$ cat src/rtl/ring_ptr_regs.sv
module ring_ptr_regs #(
  parameter int DEPTH   = 8,
  parameter int ADDR_W  = 16,
  parameter int CHAN_ID = 0
) (
  input  logic                      clk,
  input  logic                      rst_n,
  input  logic [ADDR_W-1:0]         bus_addr,
  input  logic                      bus_wr,
  input  logic                      bus_rd,
  input  logic [31:0]               bus_wdata,
  output logic [31:0]               bus_rdata,
  output logic                      bus_rvalid,
  input  logic                      dev_req_pop,
  input  logic                      dev_rsp_push,
  input  logic                      dev_rsp_force,
  output logic [$clog2(DEPTH)-1:0]  req_count,
  output logic                      req_empty,
  output logic                      req_full,
  output logic [$clog2(DEPTH)-1:0]  rsp_count,
  output logic                      rsp_empty,
  output logic                      rsp_full,
  output logic                      msi_pulse
);
  localparam int IDX_W = $clog2(DEPTH);
  localparam int CH_W  = ADDR_W - 12;
  localparam logic [IDX_W-1:0] FULL_CNT = IDX_W'(DEPTH - 1);

  logic [IDX_W-1:0] req_head, req_tail, rsp_head, rsp_tail;
  logic             sel;
  logic [1:0]       off;
  logic             push_ok, pop_ok;
  logic [IDX_W-1:0] rd_val;
  logic             unused_bits;

  assign sel = (bus_addr[ADDR_W-1:12] == CH_W'(CHAN_ID)) && (bus_addr[11:4] == '0);
  assign off = bus_addr[3:2];
  assign unused_bits = ^{bus_addr[1:0], bus_wdata[31:IDX_W]};

  assign req_count = req_tail - req_head;
  assign rsp_count = rsp_tail - rsp_head;
  assign req_empty = (req_count == '0);
  assign rsp_empty = (rsp_count == '0);
  assign req_full  = (req_count == FULL_CNT);
  assign rsp_full  = (rsp_count == FULL_CNT);

  assign pop_ok  = dev_req_pop && !req_empty;
  assign push_ok = dev_rsp_push && !rsp_full;

  always_comb begin
    case (off)
      2'd0:    rd_val = req_head;
      2'd1:    rd_val = req_tail;
      2'd2:    rd_val = rsp_head;
      default: rd_val = rsp_tail;
    endcase
  end

  always_ff @(posedge clk) begin
    if (!rst_n) begin
      req_head   <= '0;
      req_tail   <= '0;
      rsp_head   <= '0;
      rsp_tail   <= '0;
      msi_pulse  <= 1'b0;
      bus_rvalid <= 1'b0;
      bus_rdata  <= '0;
    end else begin
      if (pop_ok)  req_head <= req_head + 1'b1;
      if (push_ok) rsp_tail <= rsp_tail + 1'b1;
      if (bus_wr && sel && off == 2'd1) req_tail <= bus_wdata[IDX_W-1:0];
      if (bus_wr && sel && off == 2'd2) rsp_head <= bus_wdata[IDX_W-1:0];
      msi_pulse  <= push_ok && (rsp_empty || dev_rsp_force);
      bus_rvalid <= bus_rd;
      bus_rdata  <= (bus_rd && sel) ? 32'(rd_val) : 32'd0;
    end
  end
endmodule

$ cat config.mk
export PLATFORM = sky130hd
export DESIGN_NAME = ring_ptr_regs
export DESIGN_NICKNAME = d
export VERILOG_FILES = /design/src/rtl/ring_ptr_regs.sv
export SDC_FILE = /design/constraint.sdc
export NUM_CORES = 1
export LEC_CHECK = 0
export ABC_AREA = 1
export BUFFER_PORTS_ARGS = -buffer_cell sky130_fd_sc_hd__buf_2
export CAP_MARGIN = 20
export CORE_ASPECT_RATIO = 1.1
export CORE_MARGIN = 3
export CORE_UTILIZATION = 42
export DETAILED_ROUTE_END_ITERATION = 16
export PLACE_DENSITY = 0.93
export SYNTH_ARGS = -nofsm -noshare
export SYNTH_HDL_FRONTEND = slang
export SYNTH_SLANG_ARGS = --single-unit
$ cat constraint.sdc
create_clock -name clk -period 3.04 [get_ports clk]
set_input_delay 0.304 -clock clk [delete_from_list [all_inputs] [get_ports clk]]
set_output_delay 0.304 -clock clk [all_outputs]
set_load 0.02 [all_outputs]
; ---- Word-level counts from Yosys, hierarchy flattened
; Cells that the tools add are included.
[totals]
register_bits = 46
in_bits = 55
word_cells = 34
[classes]
n_addsub = 4
eq_ne = 4
n_mux = 1
reduce_logical = 17
[ops]
columns = op, count
row1 = $pmux 3 s3, 1
row2 = $logic_and 1x1->1, 8
row3 = $logic_not 8->1, 1
row4 = $add 3x1->3 const B, 2
row5 = $eq 3x3->1 const B, 2
row6 = $logic_not 3->1, 2
row7 = $sub 3x3->3, 2
row8 = $logic_not 4->1, 1
row9 = $eq 2x1->1 const B, 1
row10 = $eq 2x2->1 const B, 1
row11 = $logic_not 1->1, 2
row12 = $logic_not 2->1, 1
row13 = $reduce_and 2->1, 1
row14 = $logic_or 1x1->1, 1

; ---- Depth between registers and ports, before layout
; Gate-level depths: netlist of the first run.
[logic_depth]
depth_word = 5
mapped_depth = 12

; ---- Worst setup path after synthesis of the first run
; OpenSTA, ideal clock, no wires.
[synth_path]
kind = reg-to-output
start = reg req_tail[0]
end = out req_full
t_arrival_ns = 1.604
setup_slack_ns = 1.132
stages_incl_launch_ff = 9
path_buffers = 0
path_cell_list = dfxtp_1 inv_1 ha_1 fa_1 inv_1 nand3_1 nand2_1 nand2_1 nor2_1
[synth_between]
elab_chain_cells = 2
[synth_lines]
columns = element, line_no
row1 = start: declaration, 29  ; logic [IDX_W-1:0] req_head, req_tail, rsp_head, rsp_tail;
row2 = start signal: assignment, 71  ; if (bus_wr && sel && off == 2'd1) req_tail <= bus_wdata[IDX_W-1:0];
row3 = $sub 3x3->3, 40  ; assign req_count = req_tail - req_head;
row4 = via req_count[2], 17  ; output logic [$clog2(DEPTH)-1:0] req_count,
row5 = $eq 3x3->1, 44  ; assign req_full = (req_count == FULL_CNT);
row6 = end: declaration, 19  ; output logic req_full,
; The timed path passes the listed nets, and every way through them passes these cells.

; ---- Worst setup path in the final report of the first run
[layout_path]
start = reg rsp_tail[0]
end = out rsp_empty
[layout_between]
elab_chain_cells = 2
[layout_lines]
columns = element, line_no
row1 = start: declaration, 29
row2 = start signal: assignment, 70  ; if (push_ok) rsp_tail <= rsp_tail + 1'b1;
row3 = $sub 3x3->3, 41  ; assign rsp_count = rsp_tail - rsp_head;
row4 = $logic_not 3->1, 43  ; assign rsp_empty = (rsp_count == '0);
row5 = end: declaration, 21  ; output logic rsp_empty,
; Every way passes these cells.

==> results.sh, run 1 <==
export IMPL_status="complete, no violations"
export IMPL_crit_start="rsp_tail[0]"
export IMPL_synthAdderAreaFrac_pct=7.23
export IMPL_numPortBuffers=38
export IMPL_nets=294
export IMPL_fp_row_count=20
export IMPL_async_flop_share_pct=0
export IMPL_worst_ep_arrival_time_ps=1980
export IMPL_start_util_pct=44.5
export IMPL_yosysTopAreaCellShare_pct=27.3
export IMPL_tritoncts="yes"
export IMPL_grt_pass1_vias=1020
export IMPL_antenna_cells=0
export IMPL_holdPathEnd="bus_rvalid"
export IMPL_post_route_period_util_pct=75.2
export IMPL_core_um2=2800
export IMPL_dp_slack_ps=1130
export IMPL_finalWorstSetupSlack_ps=754
export IMPL_crit_fanout=3
export IMPL_vias_per_cell=4.31
export IMPL_setup_viol_count_final=0
export IMPL_synth_top_area_cell="dfxtp_1"
export IMPL_place_gp_congestion=0.812
export IMPL_drive_gt1_share_pct=21.6
export IMPL_numCtsBuffers=3
export IMPL_cts_root_buf="clkbuf_4"
export IMPL_reg2reg_to="rsp_tail[0]"
export IMPL_vias=1142
export IMPL_max_freq_mhz=437
export IMPL_p_leak_nw=0.867
export IMPL_ys_seq_elements=17
export IMPL_r2r_cells=11
export IMPL_crit_required_ps=2740
export IMPL_worstSetupPathType="flip-flop to output port"
export IMPL_synth_area_leaders="dfxtp_1, buf_4, nand2_1"
export IMPL_grt_setup_unrepaired="false"
export IMPL_synthSimpleGateAreaFrac_pct=34.4
export IMPL_synth_top_family_by_area="simple AND/OR/NAND/NOR gates"
export IMPL_synth_xor_area_share_pct=0
export IMPL_slew_viol_final=0
export IMPL_min_period_ps=2290
export IMPL_grt_overflow=0
export IMPL_h_tree_depth=1
export IMPL_grt_first_pass_wirelength_um=3940
export IMPL_die_area_um2=3660
export IMPL_seq_area_frac_synth_pct=27.3
export IMPL_cts_buffer_depth=2
export IMPL_synth_common_cells="nand2_1, nor2_1, buf_4, inv_1, dfxtp_1"
export IMPL_antenna_left=0
export IMPL_cts_sinks=17
export IMPL_syn_area_um2=1250
export IMPL_dp_hpwl_um=1950
export IMPL_hold_violations=0
export IMPL_die_h_um=63.1
export IMPL_holdPathStages=3
export IMPL_synth_area_per_cell_um2=6.49
export IMPL_critPathCaptureType="output port"
export IMPL_r2r_setup_slack_ps=1160
export IMPL_die_x_um=57.9
export IMPL_track_usage_pct=13.3
export IMPL_max_cap_viol_count=0
export IMPL_hold_class="primary input to flip-flop"
export IMPL_post_cts_resized=0
export IMPL_synth_edff_count=0
export IMPL_dp_cells=261
export IMPL_synthCells=192
export IMPL_fillerInstances=269
export IMPL_post_cts_buffers=0
export IMPL_power_density_nw_per_um2=490
export IMPL_synth_distinct_cells=18
export IMPL_synthFlopType="dfxtp_1"
export IMPL_ios=99
export IMPL_antenna_found_initial=0
export IMPL_first_pass_iters=4
export IMPL_layout_cells_non_filler=265
export IMPL_syn2layout_area_growth_pct=10.8
export IMPL_synth_most_common_cell="nand2_1"
export IMPL_yosys_warnings=0
export IMPL_ir_worst_vdd_mv=0.241
export IMPL_routed_wl_um=2350
export IMPL_drt_iter0_markers=20
export IMPL_clk_latency_ps=300
export IMPL_grt_start_max_net_pins=15
export IMPL_hp_start="bus_rd"
export IMPL_worstSetupStartpointType="flip-flop"
export IMPL_clkSlewWorstSetupHoldPaths_ps=110
export IMPL_final_util_pct=49.3
export IMPL_timing_setup_tns_ps=0
export IMPL_reg2reg_from="rsp_tail[0]"
export IMPL_synth_compound_area_share_pct=3.61
export IMPL_muxShareOfSynthArea_pct=0
export IMPL_ctsHoldBuffers=0
export IMPL_fin_skew_ps=10.9
export IMPL_post_drt_wl_per_cell_um=8.86
export IMPL_drcViolationCount=0
-- placed cells by master, fill, tap and decap left out --
cell type  synthesis  routed
nand2_1           49      49
buf_2              0      38
nor2_1            33      33
conb_1             1      29
inv_1             28      28
dfxtp_1           17      17
nand3_1           11      11
a21oi_1            5       5
o21ai_0            4       4
ha_1               4       4
clkbuf_4           0       3
nor2_2             2       2
nand4_2            2       2
fa_1               2       2
inv_2              1       1
nand3_2            1       1
nor2_4             1       1
and2_2             1       1
clkinv_2           0       1
-- flip-flops by register name, summed over array words and instances, names as in the netlist --
| name | flops |
|---|---|
| bus_rdata | 3 |
| req_head | 3 |
| req_tail | 3 |
| rsp_head | 3 |
| rsp_tail | 3 |
| bus_rvalid | 1 |
| msi_pulse | 1 |
-- metrics by stage --
step | hold slack (ps) | area (um2) | total power, mW
3_3_place_gp | 492 | 1350 | 0.552
3_5_place_dp | 489 | 1350 | 0.560
4_1_cts | 220 | 1380 | 0.680
2_1_floorplan | 416 | 1350 | 0.505
6_report | 216 | 1380 | 0.677
5_1_grt | 232 | 1380 | 0.725
-- layer usage --
layer	routed length, um	vias up	global-route usage (%)
li1	-	603	-
met1	937	479	14.1
met2	1170	56	23.9
met3	207	4	3.28
met4	33	0	6.09
met5	0	-	0
-- critical path, stage by stage, from the launching register on --
cell and delay (ps):
dfxtp_1 380, inv_1 90, ha_1 190, fa_1 380, inv_1 60, nand2_1 60
nand2_1 70, nand2_1 60, nand2_1 80, nand3_1 90, inv_1 60, buf_2 150
-- report_power, final --
part / leakage (nW) / switching [mW] / internal [mW]
Combinational: 0.711 / 0.201 / 0.0972
Sequential: 0.138 / 0.0162 / 0.238
Clock: 0.0177 / 0.0758 / 0.0490
-- cells by family after synthesis --
kind of cell,after synthesis
AOI/OAI and AO/OA,9
adders and majority gates,6
DFF,17
other,1
and+or+nand+nor,100
buffers and inverters,59
-- worst max path at each step --
| stage | to | slack, ps |
|---|---|---|
| CTS | rsp_full | 770 |
| finish | rsp_empty | 750 |
| global placement | rsp_full | 1160 |
| global route | rsp_empty | 600 |
| detailed placement | rsp_full | 1130 |
| floorplan | req_full | 1130 |
-- cell type report --
cell class | instances | area [um2] | area share (%)
clock buffer | 3 | 22.5 | 1.63
clock inverter | 1 | 5.00 | 0.362
inverter | 29 | 109 | 7.88
multi-input combinational | 144 | 673 | 48.7
sequential | 17 | 340 | 24.6
tap | 33 | 41.3 | 2.99
timing repair buffer | 38 | 190 | 13.8
No activity file was read; power rests on OpenSTA's default activity.
==> inputs of run 2 (changes only) <==
Settings changed: ABC_AREA 1 to 0, CORE_UTILIZATION 42 to 34, PLACE_DENSITY 0.93 to 0.84.
Clock period 3.04 ns to 1.8 ns, I/O delays scaled along.
==> run 2 against run 1 <==
Against the previous run: the run now ends with negative setup slack left; flip-flop and latch count unchanged; power increased by 100%; die area increased by 11%; clock skew decreased by 8.8 ps; design area increased by 12%; area after synthesis decreased by 9.4%; utilization increased by 0.39 points; count of clock-buffer cells in the layout unchanged.
==> results.sh, run 2 <==
export IMPL_status="finished, violations left"
export IMPL_violations="negative setup slack"
export IMPL_worstSetupStartpointType="flip-flop"
export IMPL_timing_hold_ws_ps=111
export IMPL_antenna_found_initial=0
export IMPL_post_route_period_util_pct=113
export IMPL_grt_pass1_vias=869
export IMPL_worstSetupPathType="flip-flop to output port"
export IMPL_synth_most_common_cell="buf_4"
export IMPL_max_freq_mhz=492
export IMPL_tritoncts="yes"
export IMPL_async_flop_share_pct=0
export IMPL_drt_iter0_markers=22
export IMPL_vias=947
export IMPL_crit_required_ps=1620
export IMPL_syn2layout_area_growth_pct=36.5
export IMPL_synth_distinct_cells=28
export IMPL_post_drt_wl_per_cell_um=11.4
export IMPL_min_period_ps=2030
export IMPL_crit_fanout=3
export IMPL_grt_start_max_net_pins=11
export IMPL_syn_area_um2=1130
export IMPL_seq_area_frac_synth_pct=30.2
export IMPL_die_x_um=60.9
export IMPL_synthFlopType="dfxtp_1"
export IMPL_synth_top_area_cell="dfxtp_1"
export IMPL_final_common_cell="buf_2"
export IMPL_critPathCaptureType="output port"
export IMPL_clkSlewWorstSetupHoldPaths_ps=100
export IMPL_drcViolationCount=0
export IMPL_setup_viol_count_final=12
export IMPL_cts_root_buf="clkbuf_4"
export IMPL_synth_common_cells="buf_4, dfxtp_1, inv_1, nor2_1"
export IMPL_cts_buffer_depth=2
export IMPL_slew_viol_final=0
export IMPL_ys_seq_elements=17
export IMPL_synth_area_per_cell_um2=9.33
export IMPL_grt_overflow=0
export IMPL_finalWorstSetupSlack_ps=-233
export IMPL_fp_row_count=21
export IMPL_yosysTopAreaCellShare_pct=30.2
export IMPL_p_leak_nw=0.774
export IMPL_numPortBuffers=38
export IMPL_clk_latency_ps=290
export IMPL_power_density_nw_per_um2=886
export IMPL_antenna_left=0
export IMPL_ir_worst_vdd_mv=0.336
export IMPL_nets=240
export IMPL_final_cell_mix="buf_2, conb_1, dfxtp_1, buf_4"
export IMPL_vias_per_cell=4.47
export IMPL_synth_area_leaders="dfxtp_1, buf_4, mux4_2"
export IMPL_core_um2=3100
export IMPL_place_gp_congestion=0.748
export IMPL_antenna_cells=0
export IMPL_track_usage_pct=11.7
export IMPL_yosys_warnings=0
export IMPL_worst_ep_arrival_time_ps=1850
export IMPL_hold_violations=0
export IMPL_die_h_um=66.4
export IMPL_synthCells=121
export IMPL_dp_hpwl_um=1830
export IMPL_numCtsBuffers=3
export IMPL_fin_skew_ps=2.04
export IMPL_cts_sinks=17
export IMPL_start_util_pct=36.4
export IMPL_max_cap_viol_count=0
export IMPL_hold_class="primary input to flip-flop"
export IMPL_final_util_pct=49.7
export IMPL_routed_wl_um=2430
export IMPL_grt_setup_unrepaired="true"
export IMPL_ios=99
export IMPL_die_area_um2=4050
export IMPL_drive_gt1_share_pct=46.1
export IMPL_grt_first_pass_wirelength_um=3630
export IMPL_h_tree_depth=1
export IMPL_first_pass_iters=4
export IMPL_synth_edff_count=0
export IMPL_ctsHoldBuffers=0
[run 2: changes by cell type in the layout (fill, tap and decap cells not counted), sizes merged, moves of 3 or more]
cell   change
nor2      -26
inv       -17
nand2     -45
mux2i      +6
or4        +5
buf       +17
a21oi      -3
nand3     -10
nor2b      +3
mux4       +3
[run 2: worst max-delay path, cell delays in order (launching register included)]
cell	delay, ps
dfxtp_2	350
inv_2	50
ha_4	150
fa_2	350
xnor3_2	270
buf_6	140
nor3_4	120
buf_6	140
[run 2: through the flow]
step	TNS, ps	std cells	worst slack (ps)	area [um2]	power (mW)
finish	-1300	212	-233	1540	1.36
global route	-2330	212	-322	1540	1.45
CTS	-1420	211	-238	1530	1.34
detailed placement	-408	203	-88.1	1380	1.02
global placement	-81.8	203	-48.7	1380	1.00
floorplan	-132	149	-50.3	1280	0.883
[run 2: what timing repair did]
action                                 CTS  global route
gates resized for setup                 28             2
buffers inserted                         4             1
endpoints found under the hold margin    0             0
setup endpoints to repair               13            14
pin swaps                               12             3
cloned                                   0             0
[run 2: routing by layer]
layer / track usage (%) / vias to the layer above / part of all wire, %
met2: 21.1 / 51 / 52
li1: - / 462 / -
met4: 4.07 / 0 / 0.74
met3: 1.37 / 2 / 7.1
met1: 13.8 / 432 / 41
met5: 0 / - / 0
[run 2: logic make-up after synthesis]
group                      synth area share [%]
buffers and inverters                      24.1
and+or+nand+nor                            16.3
DFF                                        30.2
AOI/OAI and AO/OA                          4.21
muxes                                      11.3
adders and majority gates                  7.98
xor gates and xnor gates                   5.65
other                                     0.332
[run 2: final timing paths]
| path | startpoint | endpoint | slack, ps | depth (start not counted) |
|---|---|---|---|---|
| max | rsp_tail[0] | rsp_full | -230 | 7 |
| min reg2reg | rsp_tail[2] | rsp_tail[2] | 540 | 2 |
| max reg2reg | rsp_tail[0] | rsp_tail[2] | -150 | 8 |
| min | bus_rd | bus_rvalid | 110 | 3 |
[run 2: report_power, final]
group | leakage [nW] | internal (mW) | switching [mW]
clock network | 0.0177 | 0.0826 | 0.121
registers | 0.139 | 0.400 | 0.0191
logic | 0.618 | 0.340 | 0.403
[run 2: cell type report]
class	instances	area, um2
multi-input combinational	89	703
clock inverter	1	5.00
tap	34	42.5
inverter	13	48.8
clock buffer	3	22.5
timing repair buffer	55	375
sequential	17	343
fill	302	1560
==> inputs of run 3 (changes only) <==
Settings changed: CORE_UTILIZATION 34 to 35, CTS_BUF_LIST set to sky130_fd_sc_hd__clkbuf_4 sky130_fd_sc_hd__clkbuf_8, PLACE_DENSITY 0.84 to 0.86.
==> run 3 against run 2 <==
Against the previous run: global-route usage fell by 0.98 points; utilization up 2.4 points; combinational power down 4.9%; the flow still finishes with violations (negative setup slack); highest routed layer unchanged; flip-flop and latch count stayed put; die area down 2.6%; sequential share of layout area rose by 0.22 points; fmax grew 1.1%; power decreased by 2.6%; clock power barely moved; critical endpoint unchanged.
==> results.sh, run 3 (synthesis results as in run 2) <==
export IMPL_grt_setup_unrepaired="true"
export IMPL_first_pass_iters=4
export IMPL_timing_setup_tns_ps=-837
export IMPL_post_drt_wl_per_cell_um=10.9
export IMPL_die_x_um=60.1
export IMPL_ctsHoldBuffers=0
export IMPL_fin_skew_ps=2.02
export IMPL_track_usage_pct=10.7
export IMPL_setup_viol_count_final=10
export IMPL_cts_sinks=17
export IMPL_power_density_nw_per_um2=872
export IMPL_place_gp_congestion=0.796
export IMPL_drcViolationCount=0
export IMPL_worst_path_dominant_cell_family="adder cells"
export IMPL_worstSetupStartpointType="flip-flop"
export IMPL_grt_pass1_vias=807
export IMPL_crit_fanout=3
export IMPL_p_clk_share_pct=15.2
export IMPL_timing_hold_ws_ps=87.4
export IMPL_cp_cell_sequence="inv_2, ha_4, fa_2, xnor3_2, buf_6, nor3_4, buf_6"
export IMPL_critPathBufInv=3
export IMPL_grt_overflow=0
export IMPL_crit_required_ps=1620
export IMPL_grt_start_max_net_pins=11
export IMPL_max_cap_viol_count=0
export IMPL_p_seq_share_pct=31.6
export IMPL_vias_per_cell=4.33
export IMPL_combPwrFrac_pct=53.1
export IMPL_cts_buffer_depth=2
export IMPL_start_util_pct=38.5
export IMPL_final_common_cell="buf_2"
export IMPL_hold_class="primary input to flip-flop"
export IMPL_numPortBuffers=38
export IMPL_ir_worst_vdd_mv=1.01
export IMPL_design_area_um2=1530
export IMPL_fp_row_count=20
export IMPL_routed_wl_um=2300
export IMPL_max_freq_mhz=497
export IMPL_hold_violations=0
export IMPL_worstSetupPathType="flip-flop to output port"
export IMPL_antenna_cells=0
export IMPL_cp_common_cell="buf_6"
export IMPL_die_h_um=65.6
export IMPL_slowest_delay_ps=350
export IMPL_fillerInstances=279
export IMPL_grt_first_pass_wirelength_um=3240
export IMPL_clkSlewWorstSetupHoldPaths_ps=100
export IMPL_clk_latency_ps=290
export IMPL_tritoncts="yes"
export IMPL_dpl_cell_area_um2=1370
export IMPL_final_cell_mix="buf_2, conb_1, dfxtp_1"
export IMPL_status="finished, violations left"
export IMPL_critPathCaptureType="output port"
export IMPL_numCtsBuffers=3
export IMPL_nets=239
export IMPL_switching_power_uw=528
export IMPL_antenna_left=0
export IMPL_p_int_uw=802
export IMPL_die_area_um2=3940
export IMPL_syn2layout_area_growth_pct=35.1
export IMPL_cp_slowest_cell="dfxtp_2"
export IMPL_ios=99
export IMPL_violations="negative setup slack"
export IMPL_antenna_found_initial=0
export IMPL_cts_root_buf="clkbuf_4"
export IMPL_post_route_period_util_pct=112
export IMPL_h_tree_depth=1
export IMPL_worst_ep_arrival_time_ps=1830
export IMPL_p_leak_nw=0.764
export IMPL_final_util_pct=52.1
export IMPL_finalWorstSetupSlack_ps=-212
export IMPL_drive_gt1_share_pct=46.3
export IMPL_core_um2=2930
export IMPL_dp_hpwl_um=1820
export IMPL_slew_viol_final=0
export IMPL_dp_slack_ps=-68.2
export IMPL_vias=909
export IMPL_drt_iter0_markers=11
export IMPL_min_period_ps=2010
export IMPL_switching_share_pct=39.7
[run 3: cell count changes in the layout (fill, tap and decap cells not counted), sizes merged]
cell,before,now
buf,55,54
[run 3: worst paths after layout]
| path | startpoint | end | slack [ps] | cells past startpoint |
|---|---|---|---|---|
| setup / recovery | rsp_tail[0] | rsp_full | -210 | 7 |
| setup reg to reg | rsp_tail[0] | rsp_tail[0] | -70 | 8 |
| hold reg to reg | rsp_tail[2] | rsp_tail[2] | 540 | 2 |
| hold / removal | bus_rd | bus_rvalid | 90 | 3 |
[run 3: metrics by stage]
step	std cells	power, mW
5_1_grt	210	1.42
6_report	210	1.33
3_3_place_gp	201	1.00
3_5_place_dp	201	1.01
4_1_cts	208	1.33
2_1_floorplan	149	0.883
[run 3: timing repair]
item / in CTS / in global routing
setup endpoints to repair: 12 / 13
buffers inserted: 3 / 2
pin swaps: 11 / 4
gates resized for setup: 25 / 3
[run 3: power by group through the flow]
stage | clock network [mW] | logic (mW) | registers (mW)
2_1_floorplan | 0 | 0.448 | 0.435
5_1_grt | 0.221 | 0.773 | 0.424
4_1_cts | 0.211 | 0.702 | 0.420
3_3_place_gp | 0 | 0.574 | 0.426
3_5_place_dp | 0 | 0.586 | 0.427
6_report | 0.203 | 0.706 | 0.420
[run 3: cell type report]
type	instances	area (um2)	area share [%]
multi-input combinational	89	703	46.1
clock inverter	1	5.00	0.328
clock buffer	3	22.5	1.48
timing repair buffer	54	362	23.7
tap	33	41.3	2.71
inverter	13	48.8	3.20
sequential	17	343	22.5
[run 3: worst min-delay path, stage by stage]
cell and delay, ps:
buf_2 80, nand2_1 50, inv_1 40
[run 3: metal layers]
metal,wire [um],GRT usage (%)
met1,881,12.1
met2,1170,19.2
met3,220,2.16
met4,28,4.16
met5,0,0
